`src/rtl/attr_pkg.sv`:
```
package attr_pkg;

    localparam int IDX_W  = 5;
    localparam int NPAL   = 16;
    localparam int PAL_W  = 6;
    localparam int DW     = 8;
    localparam int PAN_W  = 4;
    localparam int PAL_FLAT_W = NPAL * PAL_W;

    localparam logic [IDX_W-1:0] IX_MODE  = 5'h10;
    localparam logic [IDX_W-1:0] IX_BORD  = 5'h11;
    localparam logic [IDX_W-1:0] IX_PLANE = 5'h12;
    localparam logic [IDX_W-1:0] IX_PAN   = 5'h13;
    localparam logic [IDX_W-1:0] IX_CSEL  = 5'h14;

    typedef enum logic {
        PH_INDEX = 1'b0,
        PH_DATA  = 1'b1
    } phase_e;

    typedef struct packed {
        logic [DW-1:0]    mode;
        logic [DW-1:0]    bord;
        logic [DW-1:0]    plane;
        logic [PAN_W-1:0] pan;
        logic [DW-1:0]    csel;
    } ctl_regs_t;

    // True when an update touches a field that feeds palette composition
    function automatic logic recalc_needed(ctl_regs_t prev, ctl_regs_t next);
        return (prev.mode[7] != next.mode[7]) ||
               (prev.plane[3:0] != next.plane[3:0]) ||
               (prev.csel != next.csel);
    endfunction

endpackage

```
`src/rtl/attr_phase_ctl.sv`:
```
module attr_phase_ctl
    import attr_pkg::*;
(
    input  logic             clk,
    input  logic             rst,
    input  logic             wr_en,
    input  logic [5:0]       wr_lo,
    output phase_e           phase,
    output logic [IDX_W-1:0] idx,
    output logic             scr_en,
    output logic             data_wr
);

    always_ff @(posedge clk) begin
        if (rst) begin
            phase  <= PH_INDEX;
            idx    <= '0;
            scr_en <= 1'b0;
        end else if (wr_en) begin
            if (phase == PH_INDEX) begin
                idx    <= wr_lo[IDX_W-1:0];
                scr_en <= wr_lo[5];
                phase  <= PH_DATA;
            end else begin
                phase  <= PH_INDEX;
            end
        end
    end

    assign data_wr = wr_en && (phase == PH_DATA);

endmodule

```
`src/rtl/attr_regfile.sv`:
```
module attr_regfile
    import attr_pkg::*;
(
    input  logic                  clk,
    input  logic                  rst,
    input  logic                  data_wr,
    input  logic [IDX_W-1:0]      idx,
    input  logic                  scr_en,
    input  logic [DW-1:0]         wr_data,
    output logic [PAL_FLAT_W-1:0] pal_flat,
    output ctl_regs_t             ctl,
    output logic                  recalc_stb
);

    ctl_regs_t ctl_q, ctl_d;

    always_comb begin
        ctl_d = ctl_q;
        if (data_wr) begin
            case (idx)
                IX_MODE:  ctl_d.mode  = wr_data;
                IX_BORD:  ctl_d.bord  = wr_data;
                IX_PLANE: ctl_d.plane = wr_data;
                IX_PAN:   ctl_d.pan   = wr_data[PAN_W-1:0];
                IX_CSEL:  ctl_d.csel  = wr_data;
                default:  ;
            endcase
        end
    end

    always_ff @(posedge clk) begin
        if (rst) begin
            ctl_q      <= '0;
            recalc_stb <= 1'b0;
        end else begin
            ctl_q      <= ctl_d;
            recalc_stb <= recalc_needed(ctl_q, ctl_d);
        end
    end

    assign ctl = ctl_q;

    for (genvar g = 0; g < NPAL; g++) begin : g_pal
        logic [PAL_W-1:0] q;
        always_ff @(posedge clk) begin
            if (rst)
                q <= '0;
            else if (data_wr && !scr_en && idx == IDX_W'(g))
                q <= wr_data[PAL_W-1:0];
        end
        assign pal_flat[g*PAL_W +: PAL_W] = q;
    end

endmodule

```
`src/rtl/attr_rdmux.sv`:
```
module attr_rdmux
    import attr_pkg::*;
(
    input  logic [IDX_W-1:0]      idx,
    input  logic [PAL_FLAT_W-1:0] pal_flat,
    input  ctl_regs_t             ctl,
    output logic [DW-1:0]         rd_val
);

    always_comb begin
        rd_val = '0;
        if (idx < IDX_W'(NPAL)) begin
            rd_val = DW'(pal_flat[idx[3:0]*PAL_W +: PAL_W]);
        end else begin
            case (idx)
                IX_MODE:  rd_val = ctl.mode;
                IX_BORD:  rd_val = ctl.bord;
                IX_PLANE: rd_val = ctl.plane;
                IX_PAN:   rd_val = DW'(ctl.pan);
                IX_CSEL:  rd_val = ctl.csel;
                default:  rd_val = '0;
            endcase
        end
    end

endmodule

```
`src/rtl/attr_regport.sv`:
```
module attr_regport
    import attr_pkg::*;
(
    input  logic                  clk,
    input  logic                  rst,
    input  logic                  wr_en,
    input  logic [DW-1:0]         wr_data,
    input  logic                  rd_en,
    output logic [DW-1:0]         rd_data,
    output logic [DW-1:0]         idx_data,
    output logic                  phase_data,
    output logic                  screen_en,
    output logic [PAL_FLAT_W-1:0] palette,
    output logic [DW-1:0]         mode_ctrl,
    output logic [DW-1:0]         border_col,
    output logic [DW-1:0]         plane_en,
    output logic [PAN_W-1:0]      pel_pan,
    output logic [DW-1:0]         color_sel,
    output logic                  recalc_stb
);

    phase_e           phase;
    logic [IDX_W-1:0] idx;
    logic             scr_en;
    logic             data_wr;
    ctl_regs_t        ctl;
    logic [DW-1:0]    rd_val;

    attr_phase_ctl u_phase (
        .clk     (clk),
        .rst     (rst),
        .wr_en   (wr_en),
        .wr_lo   (wr_data[5:0]),
        .phase   (phase),
        .idx     (idx),
        .scr_en  (scr_en),
        .data_wr (data_wr)
    );

    attr_regfile u_regs (
        .clk        (clk),
        .rst        (rst),
        .data_wr    (data_wr),
        .idx        (idx),
        .scr_en     (scr_en),
        .wr_data    (wr_data),
        .pal_flat   (palette),
        .ctl        (ctl),
        .recalc_stb (recalc_stb)
    );

    attr_rdmux u_rdmux (
        .idx      (idx),
        .pal_flat (palette),
        .ctl      (ctl),
        .rd_val   (rd_val)
    );

    always_ff @(posedge clk) begin
        if (rst)
            rd_data <= '0;
        else if (rd_en)
            rd_data <= rd_val;
    end

    assign idx_data   = {2'b00, scr_en, idx};
    assign phase_data = (phase == PH_DATA);
    assign screen_en  = scr_en;
    assign mode_ctrl  = ctl.mode;
    assign border_col = ctl.bord;
    assign plane_en   = ctl.plane;
    assign pel_pan    = ctl.pan;
    assign color_sel  = ctl.csel;

endmodule

```
`config.mk`:
```
export PLATFORM = sky130hd
export DESIGN_NAME = attr_regport
export DESIGN_NICKNAME = d
export VERILOG_FILES = /design/src/rtl/attr_pkg.sv /design/src/rtl/attr_phase_ctl.sv /design/src/rtl/attr_regfile.sv /design/src/rtl/attr_rdmux.sv /design/src/rtl/attr_regport.sv
export SDC_FILE = /design/constraint.sdc
export NUM_CORES = 1
export LEC_CHECK = 0
export BUFFER_PORTS_ARGS = -buffer_cell sky130_fd_sc_hd__buf_2
export CAP_MARGIN = 20
export CORE_MARGIN = 4
export CORE_UTILIZATION = 39
export DETAILED_ROUTE_END_ITERATION = 6
export GPL_TIMING_DRIVEN = 0
export PLACE_DENSITY = 0.61
export REMOVE_ABC_BUFFERS = 1
export SLEW_MARGIN = 20
export SYNTH_ARGS = -nofsm -noshare
export SYNTH_HDL_FRONTEND = slang
export SYNTH_SLANG_ARGS = --single-unit
```
`constraint.sdc`:
```
create_clock -name clk -period 2.3 [get_ports clk]
set_input_delay 0.23 -clock clk [delete_from_list [all_inputs] [get_ports clk]]
set_output_delay 0.23 -clock clk [all_outputs]
set_load 0.03 [all_outputs]
```
==> flow_summary_export.csv, run 1 <==
group,metric,value,unit
cells_and_area,num_antenna_cells,0,
hold_path,hold_path_class,"input port to register",
clock_network,worstSkewPairLatency,0.42,ns
synthesis,ys_seq_area_frac,0.438,
cells_and_area,layout_common_cells,"buf_2 (164), dfxtp_1 (143), mux2i_1 (118), nor2_1 (100), nand2_1 (75)",
floorplanning,die_w,140,um
synthesis,async_flop_share,0,
global_routing,grt_pass1_wl,33.9,mm
synthesis,synth_area,0.00677,sq mm
synthesis,syn_avg_cell_area,9.05,sq um
worst_setup_path,end_kind,"register",
sta,period_share,0.958,
sta,rsz0062_at_grt,"no",
synthesis,yosys-top-cells-area,"dfxtp_1 (44%), mux2i_1 (17%), nor2_1 (5.7%)",
route,drc_errors,0,
cells_and_area,final_cells,1108,
floorplanning,die_height,140,um
clock_network,h-tree-depth,4,
synthesis,synth_cell_type_count,48,
sta,skew,0.00834,ns
worst_setup_path,critPathCapture,"rd_data[2]",
power,p_leak,3.45,nW
route,vias,6028,
cells_and_area,multi_input_area,0.00358,sq mm
sta,worst_pin_slew,0.905,ns
clock_network,cts_buffers,17,
synthesis,netlist_instances,748,
floorplanning,initial_core_util,0.402,
cells_and_area,seqCellArea,0.00297,sq mm
cells_and_area,layout-drive-gt1-share,0.285,
synthesis,yosysWarnings,0,
global_routing,grtUsageTotal,0.221,
route,drt_iter0_drc,516,
floorplanning,coreArea,0.0168,sq mm
placement,hpwl,15.0,mm
worst_setup_path,start_kind,"register",
cells_and_area,num-nets-final,888,
worst_setup_path,required,2.61,ns
global_routing,antenna_found_initial,0,
cells_and_area,fillers,1656,
global_routing,grt_start_max_net_pins,87,
worst_setup_path,crit_type,"register to register",
synthesis,synth.ff_latch_count,148,
global_routing,grt_overflow,0,
synthesis,synth_top_area_cell,"dfxtp_1",
power,ir_drop,0.000553,V
sta,final_max_slew_viol_count,0,
route,routedWlPerCell,19.8,um
worst_setup_path,crit_fanout,32,
sta,maxSlewHeadroom,0.396,
sta,finalSetupViolCount,0,
clock_network,postCtsHoldBufs,0,
route,ant_nets,0,
floorplanning,ioPinCount,163,
floorplanning,die-area,0.0195,sq mm
clock_network,clkTransAtPathRegs,0.06,ns
clock_network,cts_sinks,148,
power,powerDensity,705,mW/mm^2
synthesis,synth_top_area_share,0.438,
placement,dp_cells,1069,
worst_setup_path,reg2reg_slack,0.1,ns
sta,timing.fmax,0.454,GHz
outcome,outcome,"finished, final reports clean",
sta,report.final.hold_viol_count,0,
worst_setup_path,startpoint,"u_phase.idx[1]",
worst_setup_path,rr_endpoint,"rd_data[2]",
placement,place.port_buffers,160,
run,maxCapViolCount,0,
clock_network,clk_path_buf_depth,2,
sta,period_minus_slack,2.20,ns
synthesis,synth_edf_count,0,
route,wl,21.9,mm
placement,gp_congestion,0.922,
clock_network,cts_tree,"yes",
route,viasPerCell,5.44,
synthesis,synth_ff_type,"dfxtp_1",
worst_setup_path,reg2reg_depth,6,
route,drtPass1Iterations,5,
global_routing,grt_pass1_vias,5709,
floorplanning,rows,47,
worst_setup_path,rr_startpoint,"u_phase.idx[1]",
cells_and_area,final_common_cell,"buf_2",
cells_and_area,final_util,0.501,
worst_setup_path,worstPathArrival,2.51,ns
clock_network,cts_root_buffer,"clkbuf_16",
cells_and_area,syn2layout_area_growth,24.5,%
[cell type report]
| type | instances | area share |
|---|---|---|
| clock buffers | 23 | 0.0567 |
| flip-flops and latches | 148 | 0.353 |
| multi-input cells | 529 | 0.425 |
| clock inverters | 8 | 0.0147 |
| repair buffers | 178 | 0.117 |
| inverters | 2 | 0.000891 |
| well taps | 220 | 0.0327 |
[layer usage]
metal | GRT usage | routed length [um] | vias to the layer above
met5 | 0 | 0 | -
met4 | 0.0688 | 431 | 0
li1 | - | - | 2862
met1 | 0.316 | 10100 | 2893
met2 | 0.341 | 9990 | 246
met3 | 0.0384 | 1470 | 27
[worst max-delay path, stage by stage (launching register included)]
cell and delay (ns):
dfxtp_4 0.53, buf_12 0.27, nor2_1 0.12, and3_1 0.32
a221oi_1 0.43, a211oi_1 0.14, a221o_1 0.27
[per-stage QoR]
step	power (mW)	setup TNS [ns]	cell area, sq um	hold slack, ns	setup slack [ns]
floorplan	2.91	-165.43	6470	0.299	-2.66
detailed placement	3.12	-12.84	7680	0.457	-0.434
finish	5.94	0	8430	0.147	0.0969
global route	6.12	0	8430	0.165	0.0186
global placement	3.11	-387.17	7540	0.450	-5.31
CTS	5.96	0	8330	0.124	0.0151
[sequential cells by signal, indices dropped and copies added, names as in the netlist]
| name | flops |
|---|---|
| rd_data | 8 |
| u_regs.g_pal.q | 96 |
| u_phase.idx | 5 |
| u_phase.phase | 1 |
| u_regs.ctl | 36 |
| u_regs.recalc_stb | 1 |
| u_phase.scr_en | 1 |
[power by group]
part	switching, mW	leakage (nW)	internal, mW
Combinational	0.311	1.95	0.135
Clock	1.06	0.298	1.79
Sequential	0.0601	1.20	2.59
[synthesized netlist by cell type (all sizes together) (6+ instances only)]
cell,number
dfxtp,148
mux2i,118
nor2,103
nand2,76
a21oi,55
nand3,54
clkbuf,48
buf,22
nor2b,14
mux2,13
a221oi,9
xnor2,8
nor3,7
o21ai,7
a2111oi,6
a211oi,6
mux4,6
o22ai,6
[how the worst min path moves through the flow]
stage	start	endpoint	slack, ns	cells after the start
floorplan	rst	u_phase.phase	0.30	1
global placement	rd_data[6]	rd_data[6]	0.45	2
detailed placement	rd_data[6]	rd_data[6]	0.46	2
CTS	wr_data[6]	u_regs.ctl[6]	0.12	3
global route	wr_data[6]	u_regs.ctl[6]	0.16	3
finish	wr_data[6]	u_regs.ctl[6]	0.15	3
[kinds of logic (layout without fill, tap and decap cells)]
kind of cell	after synthesis	count (layout)	synth area share
multiplexers	137	137	0.216
flip-flops	148	148	0.438
buffers and inverters	72	211	0.0462
AND/OR/NAND/NOR	275	275	0.189
XOR/XNOR	13	13	0.0168
other	1	2	0.000554
AO/OA/AOI/OAI	102	102	0.0934
[timing repair]
item,CTS,global route
gates resized for setup,9,8
buffers inserted,1,7
pin swaps,0,1
hold endpoints to repair,0,0
setup endpoints to repair,65,48
Power figures use the tool's default switching activity.
==> run 2: changes to the inputs <==
--- a/config.mk
+++ b/config.mk
@@ -12,7 +12,6 @@
 export DETAILED_ROUTE_END_ITERATION = 6
 export GPL_TIMING_DRIVEN = 0
 export PLACE_DENSITY = 0.61
-export REMOVE_ABC_BUFFERS = 1
 export SLEW_MARGIN = 20
 export SYNTH_ARGS = -nofsm -noshare
 export SYNTH_HDL_FRONTEND = slang
==> run 2 against run 1 <==
- maximum frequency is 0.82% lower
- sequential share of layout area is 0.53 points lower
- register-to-register slack worse by 0.02 ns
- cell area is 1.2% higher
- first-iteration DRC count is 29% higher
- largest cell class unchanged
- clock power is 6% higher
- sequential power hardly changed
- worst setup slack worse by 0.018 ns
- highest routed layer unchanged
- clock skew is 0.00092 ns lower
- global-route usage is 3.2 points higher
- die area stayed put
==> flow_summary_export.csv, run 2 (synthesis results as in run 1) <==
group,metric,value,unit
outcome,outcome,"finished, final reports clean",
clock_network,postCtsHoldBufs,0,
worst_setup_path,worstPathArrival,2.51,ns
route,wl,25.4,mm
sta,fin_ws,0.0786,ns
cells_and_area,post-route-cell-area,0.00853,sq mm
global_routing,grt_overflow,0,
route,drt_iter0_drc,664,
placement,dp_cells,1124,
power,switching_power,1.54,mW
worst_setup_path,start_kind,"register",
placement,hpwl,18.8,mm
global_routing,grt_start_max_net_pins,17,
cells_and_area,layout_common_cells,"buf_2 (165), dfxtp_1 (147), mux2i_1 (118), nor2_1 (101), nand2_1 (75)",
clock_network,cts_tree,"yes",
hold_path,min_from,"wr_data[6]",
route,ant_nets,0,
clock_network,worstSkewPairLatency,0.43,ns
sta,maxSlewHeadroom,0.448,
cells_and_area,layout-drive-gt1-share,0.260,
floorplanning,coreArea,0.0168,sq mm
global_routing,grt_pass1_wl,37.6,mm
sta,worst_pin_slew,0.828,ns
worst_setup_path,cpPeakStageDelay,0.69,ns
worst_setup_path,cp_num_buf_inv,1,
clock_network,clk_path_buf_depth,2,
power,switching_share,0.251,
sta,timing.fmax,0.450,GHz
sta,report.final.hold_viol_count,0,
cells_and_area,num_antenna_cells,0,
placement,place_area,0.00784,sq mm
cells_and_area,num-nets-final,934,
global_routing,antenna_found_initial,0,
worst_setup_path,startpoint,"u_phase.phase",
placement,dp_worst_setup_slack,-0.141,ns
run,maxCapViolCount,0,
sta,period_share,0.966,
sta,rsz0062_at_grt,"no",
sta,period_minus_slack,2.22,ns
floorplanning,die_height,140,um
clock_network,clkTransAtPathRegs,0.06,ns
route,viasPerCell,5.57,
clock_network,cts_sinks,148,
route,drc_errors,0,
cells_and_area,syn2layout_area_growth,26.0,%
global_routing,grtUsageTotal,0.253,
power,powerDensity,720,mW/mm^2
power,ir_drop,0.000519,V
power,combPwrFrac,0.085,
worst_setup_path,required,2.58,ns
clock_network,h-tree-depth,4,
cells_and_area,final_common_cell,"buf_2",
cells_and_area,fillers,1673,
worst_setup_path,end_kind,"register",
power,p_int,4.60,mW
cells_and_area,largest_register,"u_regs.g_pal.q",
floorplanning,die-area,0.0195,sq mm
sta,skew,0.00742,ns
sta,final_max_slew_viol_count,0,
worst_setup_path,cp_slowest_cell,"nor4_2",
worst_setup_path,path_cells,"nand2_4 > nor4_2 > buf_2 > nand2_1 > nand2_1 > a21oi_1",
power,clkPwrFrac,0.489,
clock_network,cts_buffers,17,
placement,place.port_buffers,155,
clock_network,cts_root_buffer,"clkbuf_16",
route,vias,6432,
cells_and_area,largest_reg_flops,96,
power,seqPwrFrac,0.426,
placement,gp_congestion,0.967,
worst_setup_path,crit_type,"register to register",
clock_network,post_cts_buffers,0,
route,drtPass1Iterations,6,
worst_setup_path,crit_fanout,10,
cells_and_area,final_cells,1155,
floorplanning,ioPinCount,163,
floorplanning,initial_core_util,0.402,
floorplanning,die_w,140,um
worst_setup_path,critical-path-top-delay-family,"simple AND/OR/NAND/NOR gates",
worst_setup_path,crit_top_cell,"nand2_1",
sta,finalSetupViolCount,0,
sta,holdWs,0.119,ns
worst_setup_path,rr_startpoint,"u_phase.phase",
route,routedWlPerCell,22.0,um
power,p_leak,3.48,nW
global_routing,grt_pass1_vias,6032,
floorplanning,rows,47,
hold_path,hold_path_class,"input port to register",
## run 2: cell types whose count changed in the layout (fill, tap and decap cells not counted), moves of 4 or more
cell and change:
nor2b_2 -4, clkbuf_1 +44, dfxtp_1 +4, clkinvlp_4 +4
nor2b_1 +7
## run 2: final timing paths
check	endpoint	cells past startpoint	slack, ns
setup reg to reg	u_regs.g_pal[1].q[5]	6	0.08
hold / removal	u_regs.ctl[6]	3	0.12
hold reg to reg	u_regs.g_pal[6].q[5]	2	0.47
setup / recovery	u_regs.g_pal[1].q[5]	6	0.08
## run 2: timing repair
item / CTS / global route
endpoints found under the setup margin: 18 / 26
cloned: 0 / 0
gates resized for setup: 5 / 11
## run 2: worst min-delay path: stages
cell and delay (ns):
buf_2 0.13, mux2i_1 0.08, nor2_1 0.07
## run 2: layout make-up
cell class | instances | area, sq um | share of cell area
Inverter | 2 | 7.51 | 0.000880
Clock inverter | 12 | 178 | 0.0208
Timing Repair Buffer | 155 | 776 | 0.0910
Buffer | 69 | 324 | 0.0380
Sequential cell | 148 | 2960 | 0.348
Multi-Input combinational cell | 529 | 3550 | 0.416
Tap cell | 220 | 275 | 0.0323
Clock buffer | 20 | 457 | 0.0536
## run 2: per-layer routing
layer / vias to the layer above / track usage / part of all wire
li1: 2966 / - / -
met2: 339 / 0.389 / 0.45
met3: 40 / 0.0552 / 0.086
met4: 0 / 0.0806 / 0.023
met1: 3087 / 0.355 / 0.44
met5: - / 0 / 0
## run 2: power groups by stage
stage	Sequential (mW)	Combinational, mW	Clock [mW]
after CTS	2.62	0.508	3.02
after global placement	2.67	0.500	0
after floorplan	2.71	0.279	0
final	2.62	0.522	3.00
after global routing	2.62	0.548	3.12
after detailed placement	2.67	0.502	0
## run 2: per-stage QoR
stage | TNS [ns] | total power, mW | utilization
CTS | 0 | 6.15 | 0.505
finish | 0 | 6.14 | 0.507
detailed placement | -1.34 | 3.18 | 0.466
floorplan | 0 | 2.99 | -
global route | 0 | 6.29 | 0.507
global placement | -10.63 | 3.17 | 0.465
